File: src/rtl/rbus_pkg.sv
package rbus_pkg;

   // Source tag of producer idx, given class sizes and tag bases.
   function automatic int prod_tag(input int idx, input int n_ld, input int n_md,
                                   input int b_ld, input int b_md, input int b_ad);
      if (idx < n_ld)
         return b_ld + idx;
      else if (idx < n_ld + n_md)
         return b_md + (idx - n_ld);
      else
         return b_ad + (idx - n_ld - n_md);
   endfunction

endpackage

File: src/rtl/rbus_req_capture.sv
module rbus_req_capture #(
   parameter int N = 11
) (
   input  logic         clk,
   input  logic         rst_n,
   input  logic [N-1:0] req_i,
   input  logic [N-1:0] win_i,
   output logic [N-1:0] pend_o
);

   logic [N-1:0] pend_q;

   // Accepted requests stay until they win; new pulses merge in.
   always_ff @(posedge clk or negedge rst_n) begin
      if (!rst_n)
         pend_q <= '0;
      else
         pend_q <= (pend_q & ~win_i) | req_i;
   end

   assign pend_o = pend_q;


   req_taken_chk: assert property (@(posedge clk) disable iff (!rst_n)
      (|req_i) |=> ((pend_q & $past(req_i)) == $past(req_i)));


   loser_kept_chk: assert property (@(posedge clk) disable iff (!rst_n)
      (|(pend_q & ~win_i)) |=>
         ((pend_q & $past(pend_q & ~win_i)) == $past(pend_q & ~win_i)));

endmodule

File: src/rtl/rbus_prio_pick.sv
module rbus_prio_pick #(
   parameter int N = 11
) (
   input  logic         clk,
   input  logic         rst_n,
   input  logic [N-1:0] pend_i,
   output logic [N-1:0] win_o
);

   // Lowest set bit wins; index order follows tag order.
   assign win_o = pend_i & (~pend_i + N'(1));


   one_win_chk: assert property (@(posedge clk) disable iff (!rst_n)
      $onehot0(win_o));


   lowest_win_chk: assert property (@(posedge clk) disable iff (!rst_n)
      (|pend_i) |-> (((win_o & pend_i) != '0) && (((win_o - N'(1)) & pend_i) == '0)));

endmodule

File: src/rtl/rbus_grant_reg.sv
module rbus_grant_reg #(
   parameter int N     = 11,
   parameter int TAG_W = 4
) (
   input  logic               clk,
   input  logic               rst_n,
   input  logic [N-1:0]       win_i,
   input  logic [N*TAG_W-1:0] tag_tbl_i,
   output logic [N-1:0]       gnt_o,
   output logic               valid_o,
   output logic [TAG_W-1:0]   tag_o
);

   logic [TAG_W-1:0] tag_next;
   logic [N-1:0]     gnt_q;
   logic             valid_q;
   logic [TAG_W-1:0] tag_q;

   always_comb begin
      tag_next = '0;
      for (int i = 0; i < N; i++)
         if (win_i[i])
            tag_next = tag_next | tag_tbl_i[i*TAG_W +: TAG_W];
   end

   always_ff @(posedge clk or negedge rst_n) begin
      if (!rst_n) begin
         gnt_q   <= '0;
         valid_q <= 1'b0;
         tag_q   <= '0;
      end else begin
         gnt_q   <= win_i;
         valid_q <= |win_i;
         tag_q   <= tag_next;
      end
   end

   assign gnt_o   = gnt_q;
   assign valid_o = valid_q;
   assign tag_o   = tag_q;


   one_grant_chk: assert property (@(posedge clk) disable iff (!rst_n)
      $onehot0(gnt_q) && (valid_q == ($countones(gnt_q) == 1)));

endmodule

File: src/rtl/rbus_data_mux.sv
module rbus_data_mux #(
   parameter int N      = 11,
   parameter int DATA_W = 64
) (
   input  logic [N-1:0]        gnt_i,
   input  logic [N*DATA_W-1:0] data_i,
   output logic [DATA_W-1:0]   data_o
);

   // AND-OR select; zero when no grant.
   always_comb begin
      data_o = '0;
      for (int i = 0; i < N; i++)
         if (gnt_i[i])
            data_o = data_o | data_i[i*DATA_W +: DATA_W];
   end

endmodule

File: src/rtl/rbus_arbiter.sv
module rbus_arbiter #(
   parameter int NUM_LD  = 6,
   parameter int NUM_MD  = 2,
   parameter int NUM_AD  = 3,
   parameter int BASE_LD = 1,
   parameter int BASE_MD = 8,
   parameter int BASE_AD = 10,
   parameter int TAG_W   = 4,
   parameter int DATA_W  = 64,
   localparam int NPROD  = NUM_LD + NUM_MD + NUM_AD
) (
   input  logic                    clk,
   input  logic                    rst_n,
   input  logic [NPROD-1:0]        req_i,
   input  logic [NPROD*DATA_W-1:0] prod_data_i,
   output logic [NPROD-1:0]        gnt_o,
   output logic                    bus_valid_o,
   output logic [TAG_W-1:0]        bus_tag_o,
   output logic [DATA_W-1:0]       bus_data_o
);

   localparam int TAG_MAX = (1 << TAG_W) - 1;

   if (BASE_LD < 1) begin : g_bad_zero
      $error("tag 0 is reserved for idle");
   end
   if (BASE_LD + NUM_LD > BASE_MD || BASE_MD + NUM_MD > BASE_AD) begin : g_bad_order
      $error("tag ranges overlap or are out of order");
   end
   if (BASE_AD + NUM_AD - 1 > TAG_MAX) begin : g_bad_width
      $error("tags do not fit TAG_W");
   end
   if (NUM_LD < 1 || NUM_MD < 1 || NUM_AD < 1) begin : g_bad_count
      $error("each producer class needs at least one member");
   end

   logic [NPROD*TAG_W-1:0] tag_tbl;
   logic [NPROD-1:0]       pend;
   logic [NPROD-1:0]       win;

   for (genvar g = 0; g < NPROD; g++) begin : g_tag
      assign tag_tbl[g*TAG_W +: TAG_W] =
         TAG_W'(rbus_pkg::prod_tag(g, NUM_LD, NUM_MD, BASE_LD, BASE_MD, BASE_AD));
   end

   rbus_req_capture #(.N(NPROD)) cap_i (
      .clk    (clk),
      .rst_n  (rst_n),
      .req_i  (req_i),
      .win_i  (win),
      .pend_o (pend)
   );

   rbus_prio_pick #(.N(NPROD)) pick_i (
      .clk    (clk),
      .rst_n  (rst_n),
      .pend_i (pend),
      .win_o  (win)
   );

   rbus_grant_reg #(.N(NPROD), .TAG_W(TAG_W)) greg_i (
      .clk       (clk),
      .rst_n     (rst_n),
      .win_i     (win),
      .tag_tbl_i (tag_tbl),
      .gnt_o     (gnt_o),
      .valid_o   (bus_valid_o),
      .tag_o     (bus_tag_o)
   );

   rbus_data_mux #(.N(NPROD), .DATA_W(DATA_W)) dmux_i (
      .gnt_i  (gnt_o),
      .data_i (prod_data_i),
      .data_o (bus_data_o)
   );


   idle_quiet_chk: assert property (@(posedge clk) disable iff (!rst_n)
      !bus_valid_o |-> (bus_tag_o == '0 && bus_data_o == '0 && gnt_o == '0));


   legal_tag_chk: assert property (@(posedge clk) disable iff (!rst_n)
      bus_valid_o |-> (bus_tag_o != '0 && bus_tag_o >= TAG_W'(BASE_LD) &&
                       bus_tag_o <= TAG_W'(BASE_AD + NUM_AD - 1) &&
                       !(bus_tag_o >= TAG_W'(BASE_LD + NUM_LD) && bus_tag_o < TAG_W'(BASE_MD))));


   lead_time_chk: assert property (@(posedge clk) disable iff (!rst_n)
      (pend == '0 && $countones(req_i) == 1) |=> ##1 (gnt_o == $past(req_i, 2)));

endmodule

File: config.mk
export PLATFORM = sky130hd
export DESIGN_NAME = rbus_arbiter
export DESIGN_NICKNAME = d
export VERILOG_FILES = /design/src/rtl/rbus_pkg.sv /design/src/rtl/rbus_req_capture.sv /design/src/rtl/rbus_prio_pick.sv /design/src/rtl/rbus_grant_reg.sv /design/src/rtl/rbus_data_mux.sv /design/src/rtl/rbus_arbiter.sv
export SDC_FILE = /design/constraint.sdc
export NUM_CORES = 1
export LEC_CHECK = 0
export BUFFER_PORTS_ARGS = -buffer_cell sky130_fd_sc_hd__buf_4
export CAP_MARGIN = 20
export CELL_PAD_IN_SITES_DETAIL_PLACEMENT = 0
export CELL_PAD_IN_SITES_GLOBAL_PLACEMENT = 1
export CORE_AREA = 3 3 313 315
export CTS_CLUSTER_DIAMETER = 100
export DETAILED_ROUTE_END_ITERATION = 8
export DIE_AREA = 0 0 316 318
export GPL_ROUTABILITY_DRIVEN = 0
export PLACE_DENSITY_LB_ADDON = 0.1
export SLEW_MARGIN = 5
export SYNTH_ARGS = -nofsm -noshare
export SYNTH_HDL_FRONTEND = slang
export SYNTH_HIERARCHICAL = 1
export SYNTH_SLANG_ARGS = --single-unit
File: constraint.sdc
create_clock -name clk -period 2.42 [get_ports clk]
set_input_delay 0 -clock clk [delete_from_list [all_inputs] [get_ports clk]]
set_output_delay 0 -clock clk [all_outputs]
set_load 0.005 [all_outputs]
; After elaboration in Yosys (flattened, before gate mapping)
; Cells that the tools add are included.
[classes]
reduce_logical = 1
add_sub_neg = 1
n_bitwise = 15
muxes = 22
[ops]
columns = operator, count
row1 = $mux W64, 11
row2 = $or A64 B64 Y64, 10
row3 = $and A11 B11 Y11, 2
row4 = $not A11 Y11, 2
row5 = $mux W4, 5
row6 = $add A11 B1 Y11 const B, 1
row7 = $or A11 B11 Y11, 1
row8 = $reduce_or A11 Y1, 1
row9 = $mux W3, 3
row10 = $mux W2, 2
row11 = $mux W1, 1
[totals]
word_cells = 43
inputBits = 717
regBits = 27
out_inout_bits = 80

; Depth between registers and ports, before layout
; Gate-level depths: netlist of run 1.
[logic_depth]
word_depth = 21
depth_mapped = 7
depth_no_buf = 6

; Hierarchy
; Netlist of run 1, hierarchy kept.
[modules_own_cells]
columns = module, seq_area_each_um2, instances, area_each_um2, cells_each
row1 = rbus_data_mux, 0.0, 1, 4327.9, 462
row2 = rbus_grant_reg, 400.4, 1, 633.1, 45
row3 = rbus_req_capture, 275.3, 1, 399.1, 33
row4 = rbus_prio_pick, 0.0, 1, 161.4, 19
row5 = rbus_arbiter, 0.0, 1, 7.5, 2

; Least setup slack after synthesis of run 1
; No wires, ideal clock.
[synth_timing]
path_kind = register -> register
from = register cap_i.pend_q[1], in the netlist cap_i/pend_o[1]
to = register cap_i.pend_q[7], in the netlist cap_i/pend_o[7]
n_path_buf = 1
synth_period_minus_slack_ns = 1.914
stages_incl_launch_ff = 6
slack_ns = 0.506
t_arrival_ns = 1.796
setup_ns = 0.118
required_time_ns = 2.302
cell_sequence = dfrtp_1 -> or4_4 -> buf_6 -> nor3_1 -> inv_1 -> a21o_1
[synth_between]
elab_chain_len = 6
[synth_lines]
columns = element, line_no
row1 = "start, declared", rbus_req_capture.sv:11  ; logic [N-1:0] pend_q;
row2 = "start signal, assigned", rbus_req_capture.sv:18  ; pend_q <= (pend_q & ~win_i) | req_i;
row3 = $not A11 Y11, rbus_prio_pick.sv:11  ; assign win_o = pend_i & (~pend_i + N'(1));
row4 = $add A11 B1 Y11, rbus_prio_pick.sv:11
row5 = $and A11 B11 Y11, rbus_prio_pick.sv:11
row6 = via win[7], rbus_arbiter.sv:39  ; logic [NPROD-1:0] win;
row7 = $not A11 Y11, rbus_req_capture.sv:18
row8 = $and A11 B11 Y11, rbus_req_capture.sv:18
row9 = $or A11 B11 Y11, rbus_req_capture.sv:18
; The timed path passes the listed nets, and every way through them passes these cells.

; Final worst setup path of run 1
[layout_timing]
from = register greg_i.gnt_q[2], in the netlist greg_i/gnt_o[2]
to = output bus_data_o[7]
[layout_between]
elab_chain_len = 17
[layout_lines]
columns = element, line_no
row1 = "start, declared", rbus_grant_reg.sv:15  ; logic [N-1:0] gnt_q;
row2 = "start signal, assigned", rbus_grant_reg.sv:32  ; gnt_q <= win_i;
row3 = $mux W64 (*), rbus_data_mux.sv:14  ; if (gnt_i[i])
row4 = $or A64 B64 Y64, rbus_data_mux.sv:15  ; data_o = data_o | data_i[i*DATA_W +: DATA_W];
row5 = $mux W64 (*), rbus_data_mux.sv:14
row6 = $or A64 B64 Y64, rbus_data_mux.sv:15
row7 = $mux W64 (*), rbus_data_mux.sv:14
row8 = $or A64 B64 Y64, rbus_data_mux.sv:15
row9 = $mux W64 (*), rbus_data_mux.sv:14
row10 = $or A64 B64 Y64, rbus_data_mux.sv:15
row11 = $mux W64 (*), rbus_data_mux.sv:14
row12 = $or A64 B64 Y64, rbus_data_mux.sv:15
row13 = $mux W64 (*), rbus_data_mux.sv:14
row14 = $or A64 B64 Y64, rbus_data_mux.sv:15
row15 = $mux W64 (*), rbus_data_mux.sv:14
row16 = $or A64 B64 Y64, rbus_data_mux.sv:15
row17 = $mux W64 (*), rbus_data_mux.sv:14
row18 = $or A64 B64 Y64, rbus_data_mux.sv:15
row19 = $mux W64 (*), rbus_data_mux.sv:14
row20 = "end, declared", rbus_arbiter.sv:19  ; output logic [DATA_W-1:0] bus_data_o
; Every way passes the cells marked *; elsewhere a longest branch is shown, timed or not.

==> results of run 1 <==
## logic make-up after synthesis
kind of cell / Yosys count / share of synthesized area [%]
buffers and inverters: 93 / 9.59
AND/OR/NAND/NOR: 88 / 9.12
flip-flops: 27 / 12.2
AO/OA/AOI/OAI: 351 / 68.9
other: 2 / 0.136
## repair_timing
action | in CTS | in global routing
setup buffers | 0 | 0
hold buffers | 12 | 0
endpoints found under the hold margin | 38 | 0
## worst max-delay path by stage
stage | start | endpoint | slack (ns) | depth (start not counted)
finish | greg_i/gnt_o[2] | bus_data_o[7] | 0.16 | 4
global route | greg_i/gnt_o[0] | bus_data_o[2] | 0.01 | 5
CTS | greg_i/gnt_o[0] | bus_data_o[2] | 0.07 | 5
detailed placement | greg_i/gnt_o[0] | bus_data_o[2] | 0.36 | 5
global placement | greg_i/gnt_o[2] | bus_data_o[7] | 0.36 | 4
floorplan | cap_i/pend_o[1] | cap_i/pend_o[7] | 0.51 | 5
## metrics by stage
step                cell area (um^2)  std cells
finish                         13500       2650
global route                   13500       2646
CTS                            13500       2643
detailed placement             13300       2627
global placement               13300       2627
floorplan                       5690        603
## worst max-delay path: cells and delay by family (launching register included)
family / cells / cell delay, ns
AO/OA/AOI/OAI: 1 / 0.48
buffers and inverters: 2 / 0.56
flip-flops: 1 / 0.63
AND/OR/NAND/NOR: 1 / 0.28
## where the power goes
part	switching, uW	internal (uW)	total [uW]
combinational	692	1180	1870
clock	183	224	407
sequential	60.1	470	530
## synth_stat cells, types with 2 or more instances
master	number
sky130_fd_sc_hd__a22o_1	133
sky130_fd_sc_hd__a221oi_2	107
sky130_fd_sc_hd__a222oi_1	68
sky130_fd_sc_hd__nand3_1	67
sky130_fd_sc_hd__buf_2	43
sky130_fd_sc_hd__a221oi_1	27
sky130_fd_sc_hd__dfrtp_1	27
sky130_fd_sc_hd__buf_6	15
sky130_fd_sc_hd__clkbuf_1	14
sky130_fd_sc_hd__inv_1	14
sky130_fd_sc_hd__a21o_1	11
sky130_fd_sc_hd__a22oi_1	4
sky130_fd_sc_hd__buf_4	4
sky130_fd_sc_hd__buf_1	3
sky130_fd_sc_hd__nor3_1	3
sky130_fd_sc_hd__and3_1	2
sky130_fd_sc_hd__conb_1	2
sky130_fd_sc_hd__nand2_1	2
sky130_fd_sc_hd__nor4_1	2
## flip-flops by register name (all words and copies together), names as in the netlist
signal and cells:
greg_i/gnt_o 11, greg_i/tag_o 4, cap_i/pend_o 11, greg_i/valid_o 1
## final cells by class
class / count / area (um^2)
fill: 10955 / 81700
timing repair buffer: 850 / 6560
multi-input combinational: 483 / 4480
tap: 1265 / 1580
sequential: 27 / 717
clock buffer: 3 / 75.1
inverter: 14 / 52.6
antenna: 7 / 17.5
clock inverter: 1 / 5.00
## routing by layer
layer,up-vias,share of wire (%),track usage (%)
met5,-,0.057,0
met2,465,54,26.0
li1,4265,-,-
met4,6,0.64,1.00
met1,4737,39,15.4
met3,22,6.6,2.73
## layout by cell type, fill, tap and decap left out
cell type,instances
sky130_fd_sc_hd__a21o_1,11
sky130_fd_sc_hd__a221oi_1,27
sky130_fd_sc_hd__a221oi_2,107
sky130_fd_sc_hd__a222oi_1,68
sky130_fd_sc_hd__a22o_1,133
sky130_fd_sc_hd__a22o_2,1
sky130_fd_sc_hd__a22oi_1,4
sky130_fd_sc_hd__and3_1,2
sky130_fd_sc_hd__buf_12,12
sky130_fd_sc_hd__buf_4,826
sky130_fd_sc_hd__clkbuf_16,3
sky130_fd_sc_hd__clkinv_2,1
sky130_fd_sc_hd__conb_1,44
sky130_fd_sc_hd__dfrtp_1,16
sky130_fd_sc_hd__dfrtp_4,11
sky130_fd_sc_hd__diode_2,7
sky130_fd_sc_hd__dlygate4sd3_1,12
sky130_fd_sc_hd__inv_1,14
sky130_fd_sc_hd__nand2_1,2
sky130_fd_sc_hd__nand2b_1,1
sky130_fd_sc_hd__nand3_1,67
sky130_fd_sc_hd__nor2_1,1
sky130_fd_sc_hd__nor2b_1,1
sky130_fd_sc_hd__nor3_1,3
sky130_fd_sc_hd__nor3b_1,1
sky130_fd_sc_hd__nor3b_2,1
sky130_fd_sc_hd__nor4_1,2
sky130_fd_sc_hd__nor4_2,1
sky130_fd_sc_hd__nor4_4,1
sky130_fd_sc_hd__nor4b_1,1
sky130_fd_sc_hd__nor4b_2,1
sky130_fd_sc_hd__or3b_2,1
sky130_fd_sc_hd__or4_1,1
sky130_fd_sc_hd__or4_4,1
==> parameters.txt, run 1 <==
Parameter                              Value

Synthesis
  Mapped Avg Cell Area ... 9.86 um^2
  Area contributors post-synth ... sky130_fd_sc_hd__a221oi_2, sky130_fd_sc_hd__a22o_1, sky130_fd_sc_hd__a222oi_1
  Sequential cell area fraction in the yosys report ... 12.2%
  Synth top area share ... 29.1%
  Post-synthesis cell type count ... 32
  Leading register cell type out of synthesis ... sky130_fd_sc_hd__dfrtp_1
  Cells after Synth ... 561
  Synth area leader ... sky130_fd_sc_hd__a221oi_2
  Yosys warnings ... 6
  Number of synthesized register bits ... 27
  Number of flops mapped to enable cells by yosys ... 0
  Cell area after synthesis ... 5530 um^2
  Post-synth ARST share ... 100%

Floorplan
  Die outline width ... 316 um
  Top Ports ... 797
  Die Area ... 100000 um^2
  Effective utilization at floorplan ... 5.81%
  Core box area ... 95200 um^2
  Number of rows created at floorplan ... 113
  Die H ... 318 um

Power
  PwrDens ... 208 nW/um^2
  Worst IR Drop VDD ... 0.166 mV
  Total power ... 2810 uW
  LEAKAGE ... 0.00600 uW

Placement
  HPWL reported at the end of detailed placement ... 61.4 mm
  Post-place setup slack ... 0.364 ns
  Port buffer count ... 796

Critical path
  Master of the slowest instance on the critical path ... sky130_fd_sc_hd__dfrtp_4
  Worst r2r dst ... greg_i/tag_o[2]
  Critical path's most frequent cell ... sky130_fd_sc_hd__buf_4
  Critical Path AT ... 2.26 ns
  Maximum fanout along the worst path ... 19
  Crit path launch type ... register
  Flop2flop setup slack ... 0.46 ns
  Category of the most critical setup path ... reg -> out
  Launch instance of the worst register-to-register path ... cap_i/pend_o[1]
  Cell-by-cell trace of the critical path ... buf_4 > a221oi_2 > nand3_1 > buf_4
  Maximum single-stage delay on the critical path ... 0.63 ns
  Worst reg-to-reg path cell count ... 5
  Worst setup EP type ... output port
  Worst endpoint required time ... 2.42 ns

Cells and area
  Area grow syn2layout ... 144%
  Final Util ... 14.2%
  Share of cells above drive strength 1 ... 70.2%
  Layout Nets ... 2096

Timing
  Minimum hold slack ... 0.198 ns
  Peak Freq ... 443 MHz
  Final worst path period share ... 93.3%
  Setup repair after global routing missed its margin ... false
  Slew Limit Fails ... 0
  Sum of negative setup slack ... 0 ns
  Least-Margin Pin Slew ... 0.661 ns
  Relative slew slack ... 56.0%
  Clk_skew ... 0.00414 ns
  Final critical delay including setup and external delays ... 2.26 ns
  Setup violations, final ... 0
  Number of hold violations in the final report ... 0
  Worst setup margin ... 0.163 ns

GRT
  Via count of the first global-routing pass ... 10.3k
  Gr ovfl total ... 0
  Maximum number of pins on one net before global-route repair ... 36
  Antenna violations before repair ... 11
  Wire length of the first global-routing pass ... 93.2 mm
  Total track usage ... 13.4%

Routing
  Routed vias/inst ... 3.58
  Remaining number of nets flagged by the antenna check after routing ... 0
  DR pass1 iterations ... 8
  WL/cell ... 27.4 um
  Total number of vias ... 9495
  Post-detailed-routing wire length ... 72.5 mm
  Post-detailed-route DRC marker count ... 0
  Number of design-rule violations left by the first detailed-router iteration ... 782

Clocking
  Latest clock arrival within the worst-skew pair ... 0.27 ns
  Clock tree from TritonCTS ... built
  Clk sinks ... 27
  Number of clock buffers inserted by TritonCTS ... 3
  Clock slew at the register clock pins of the worst setup and hold paths ... 0.08 ns
  Buffer type at the clock tree root ... sky130_fd_sc_hd__clkbuf_16
  Maximum count of clock buffers along a single path ... 2
  Number of H-tree levels ... 1
  Total of cells resized after clock tree synthesis ... 0

Status
  Run status ... complete, no violations

Run
  Total of max-cap violations ... 0

Worst hold path
  Hold Path Class ... in -> async
No activity file was read; power rests on OpenSTA's default activity.
==> inputs of run 2 (changes only) <==
--- a/config.mk
+++ b/config.mk
@@ -15,6 +15,7 @@
 export DIE_AREA = 0 0 316 318
 export GPL_ROUTABILITY_DRIVEN = 0
 export PLACE_DENSITY_LB_ADDON = 0.1
+export RECOVER_POWER = 100
 export SLEW_MARGIN = 5
 export SYNTH_ARGS = -nofsm -noshare
 export SYNTH_HDL_FRONTEND = slang
==> run 2 against run 1 <==
Net effect: the run now ends with max-capacitance violations, max-slew violations left; critical path type unchanged; sequential share of layout area is essentially flat; clock power is essentially flat; sequential power is essentially flat; first-iteration DRC count shrank 0.77%; highest routed layer unchanged; utilization shrank 0.24 points; total power shrank 2.3%; global-route usage is the same; design area shrank 1.7%; worst setup slack lost 0.019 ns; die area is the same; final cell count is the same; combinational power shrank 3%.
==> parameters.txt, run 2 (synthesis gave the netlist of run 1 again) <==
Parameter                              Value

Floorplan
  Effective utilization at floorplan ... 5.81%
  Die H ... 318 um
  Top Ports ... 797
  Number of rows created at floorplan ... 113
  Die Area ... 100000 um^2
  Core box area ... 95200 um^2
  Die outline width ... 316 um

Clocking
  Clock slew at the register clock pins of the worst setup and hold paths ... 0.08 ns
  Number of H-tree levels ... 1
  Total of cells resized after clock tree synthesis ... 0
  Latest clock arrival within the worst-skew pair ... 0.27 ns
  Buffer type at the clock tree root ... sky130_fd_sc_hd__clkbuf_16
  Clock tree from TritonCTS ... built
  Clk sinks ... 27
  Postcts setup bufs ... 0
  Maximum count of clock buffers along a single path ... 2
  Number of clock buffers inserted by TritonCTS ... 3

Status
  Run status ... complete, but fails checks
  Violations in the final reports ... max-capacitance violations, max-slew violations

GRT
  Via count of the first global-routing pass ... 10.3k
  Highest-utilization routing layer at the global route stage ... met2
  Total track usage ... 13.4%
  Met2 track demand over resource in global routing ... 26.0%
  Met3 capacity usage during global routing ... 2.73%
  Met1 capacity usage during global routing ... 15.4%
  Antenna violations before repair ... 11
  Wire length of the first global-routing pass ... 93.2 mm
  Gr ovfl total ... 0
  Maximum number of pins on one net before global-route repair ... 36

Critical path
  Cell-by-cell trace of the critical path ... buf_4 > a222oi_1 > nand3_1 > clkbuf_4
  Category of the most critical setup path ... reg -> out
  Launch instance of the worst register-to-register path ... cap_i/pend_o[1]
  Master of the slowest instance on the critical path ... sky130_fd_sc_hd__dfrtp_1
  Maximum fanout along the worst path ... 16
  Maximum single-stage delay on the critical path ... 1.06 ns
  Crit path launch type ... register
  Worst endpoint required time ... 2.42 ns
  Count of buffer and inverter cells on the critical path ... 2
  Cell family with most CP delay ... flip-flops
  Origin of the worst setup path ... greg_i/gnt_o[8]
  Worst setup EP type ... output port
  Critical Path AT ... 2.28 ns

Timing
  Setup repair after global routing missed its margin ... false
  Final worst path period share ... 94.1%
  Peak Freq ... 439 MHz
  Least-Margin Pin Slew ... 1.70 ns
  Slew Limit Fails ... 28
  Sum of negative setup slack ... 0 ns
  Final critical delay including setup and external delays ... 2.28 ns
  Number of hold violations in the final report ... 0
  Clk_skew ... 0.00432 ns
  Setup violations, final ... 0
  Relative slew slack ... -13.3%

Routing
  Post-detailed-route DRC marker count ... 0
  Remaining number of nets flagged by the antenna check after routing ... 0
  Total number of vias ... 9535
  Number of design-rule violations left by the first detailed-router iteration ... 776
  Routed vias/inst ... 3.60
  Post-detailed-routing wire length ... 72.5 mm
  DR pass1 iterations ... 9
  WL/cell ... 27.3 um

Worst hold path
  Hold Path Class ... in -> out
  Startpoint of the most critical hold path ... prod_data_i[702]

Power
  PwrDens ... 207 nW/um^2
  Worst IR Drop VDD ... 0.171 mV
  Total power ... 2740 uW
  LEAKAGE ... 0.00580 uW

Placement
  Dpl cell area ... 13300 um^2
  Port buffer count ... 796
  HPWL reported at the end of detailed placement ... 61.4 mm

Cells and area
  Commonest non-fill, non-tap cells in the layout ... sky130_fd_sc_hd__buf_4, sky130_fd_sc_hd__a22o_1, sky130_fd_sc_hd__a221oi_2
  Post-route cell area ... 13300 um^2
  Share of cells above drive strength 1 ... 66.6%
  Commonest non-fill, non-tap cell in the layout ... sky130_fd_sc_hd__buf_4
  Area grow syn2layout ... 140%
  Layout Nets ... 2096

Run
  Total of max-cap violations ... 1
run 2: cell types whose count changed in the layout (fill, tap and decap cells not counted), moves of 2 or more:
cell / previous run / this run
sky130_fd_sc_hd__buf_4: 826 / 758
sky130_fd_sc_hd__clkbuf_1: 0 / 43
sky130_fd_sc_hd__clkbuf_2: 0 / 3
sky130_fd_sc_hd__clkbuf_4: 0 / 22
sky130_fd_sc_hd__dfrtp_2: 0 / 2
sky130_fd_sc_hd__dfrtp_4: 11 / 8
run 2: power breakdown:
part / total [uW] / switching (uW) / internal [uW]
sequential: 528 / 59.3 / 469
clock: 405 / 181 / 224
combinational: 1810 / 691 / 1120
run 2: cell type report:
cell class                      count  area, um^2
Clock inverter                      1        5.00
Antenna cell                        7        17.5
Tap cell                         1265        1580
Multi-Input combinational cell    483        4450
Timing Repair Buffer              850        6380
Sequential cell                    27         708
Clock buffer                        3        75.1
Fill cell                       10977       81900
Inverter                           14        52.6
run 2: path summary, 6_finish.rpt:
| kind | endpoint | slack (ns) | cells past startpoint |
|---|---|---|---|
| worst min register to register | cap_i/pend_o[10] | 0.50 | 1 |
| worst min-delay path | bus_data_o[62] | 0.29 | 4 |
| max in group asynchronous | greg_i/gnt_o[4] | 0.51 | 2 |
| worst max-delay path | bus_data_o[22] | 0.14 | 4 |
| min in group asynchronous | cap_i/pend_o[10] | 0.71 | 2 |
| worst max register to register | cap_i/pend_o[10] | 0.20 | 5 |
run 2: per-layer routing:
| layer | up-vias | part of all wire [%] |
|---|---|---|
| li1 | 4270 | - |
| met1 | 4753 | 39 |
| met2 | 474 | 54 |
| met3 | 32 | 6.8 |
| met4 | 6 | 0.79 |
| met5 | - | 0.054 |
run 2: metrics by stage:
stage	cells	util (%)	hold WS [ns]	worst slack, ns
finish	2650	13.9	0.287	0.144
global route	2646	13.9	0.320	0.0114
CTS	2643	14.2	0.221	0.0670
detailed placement	2627	14.0	-0.0326	0.364
global placement	2627	14.0	-0.0335	0.360
floorplan	603	-	-0.296	0.506
run 2: what timing repair did:
item	CTS	global route
hold buffers	12	0
endpoints found under the setup margin	0	0
hold endpoints to repair	38	0
run 2: worst register-to-register path, cell delays in order, from the launching register on:
cell	delay [ns]
sky130_fd_sc_hd__dfrtp_1	0.42
sky130_fd_sc_hd__or4_1	0.68
sky130_fd_sc_hd__nor4_1	0.44
sky130_fd_sc_hd__clkbuf_1	0.32
sky130_fd_sc_hd__inv_1	0.08
sky130_fd_sc_hd__a21o_1	0.18
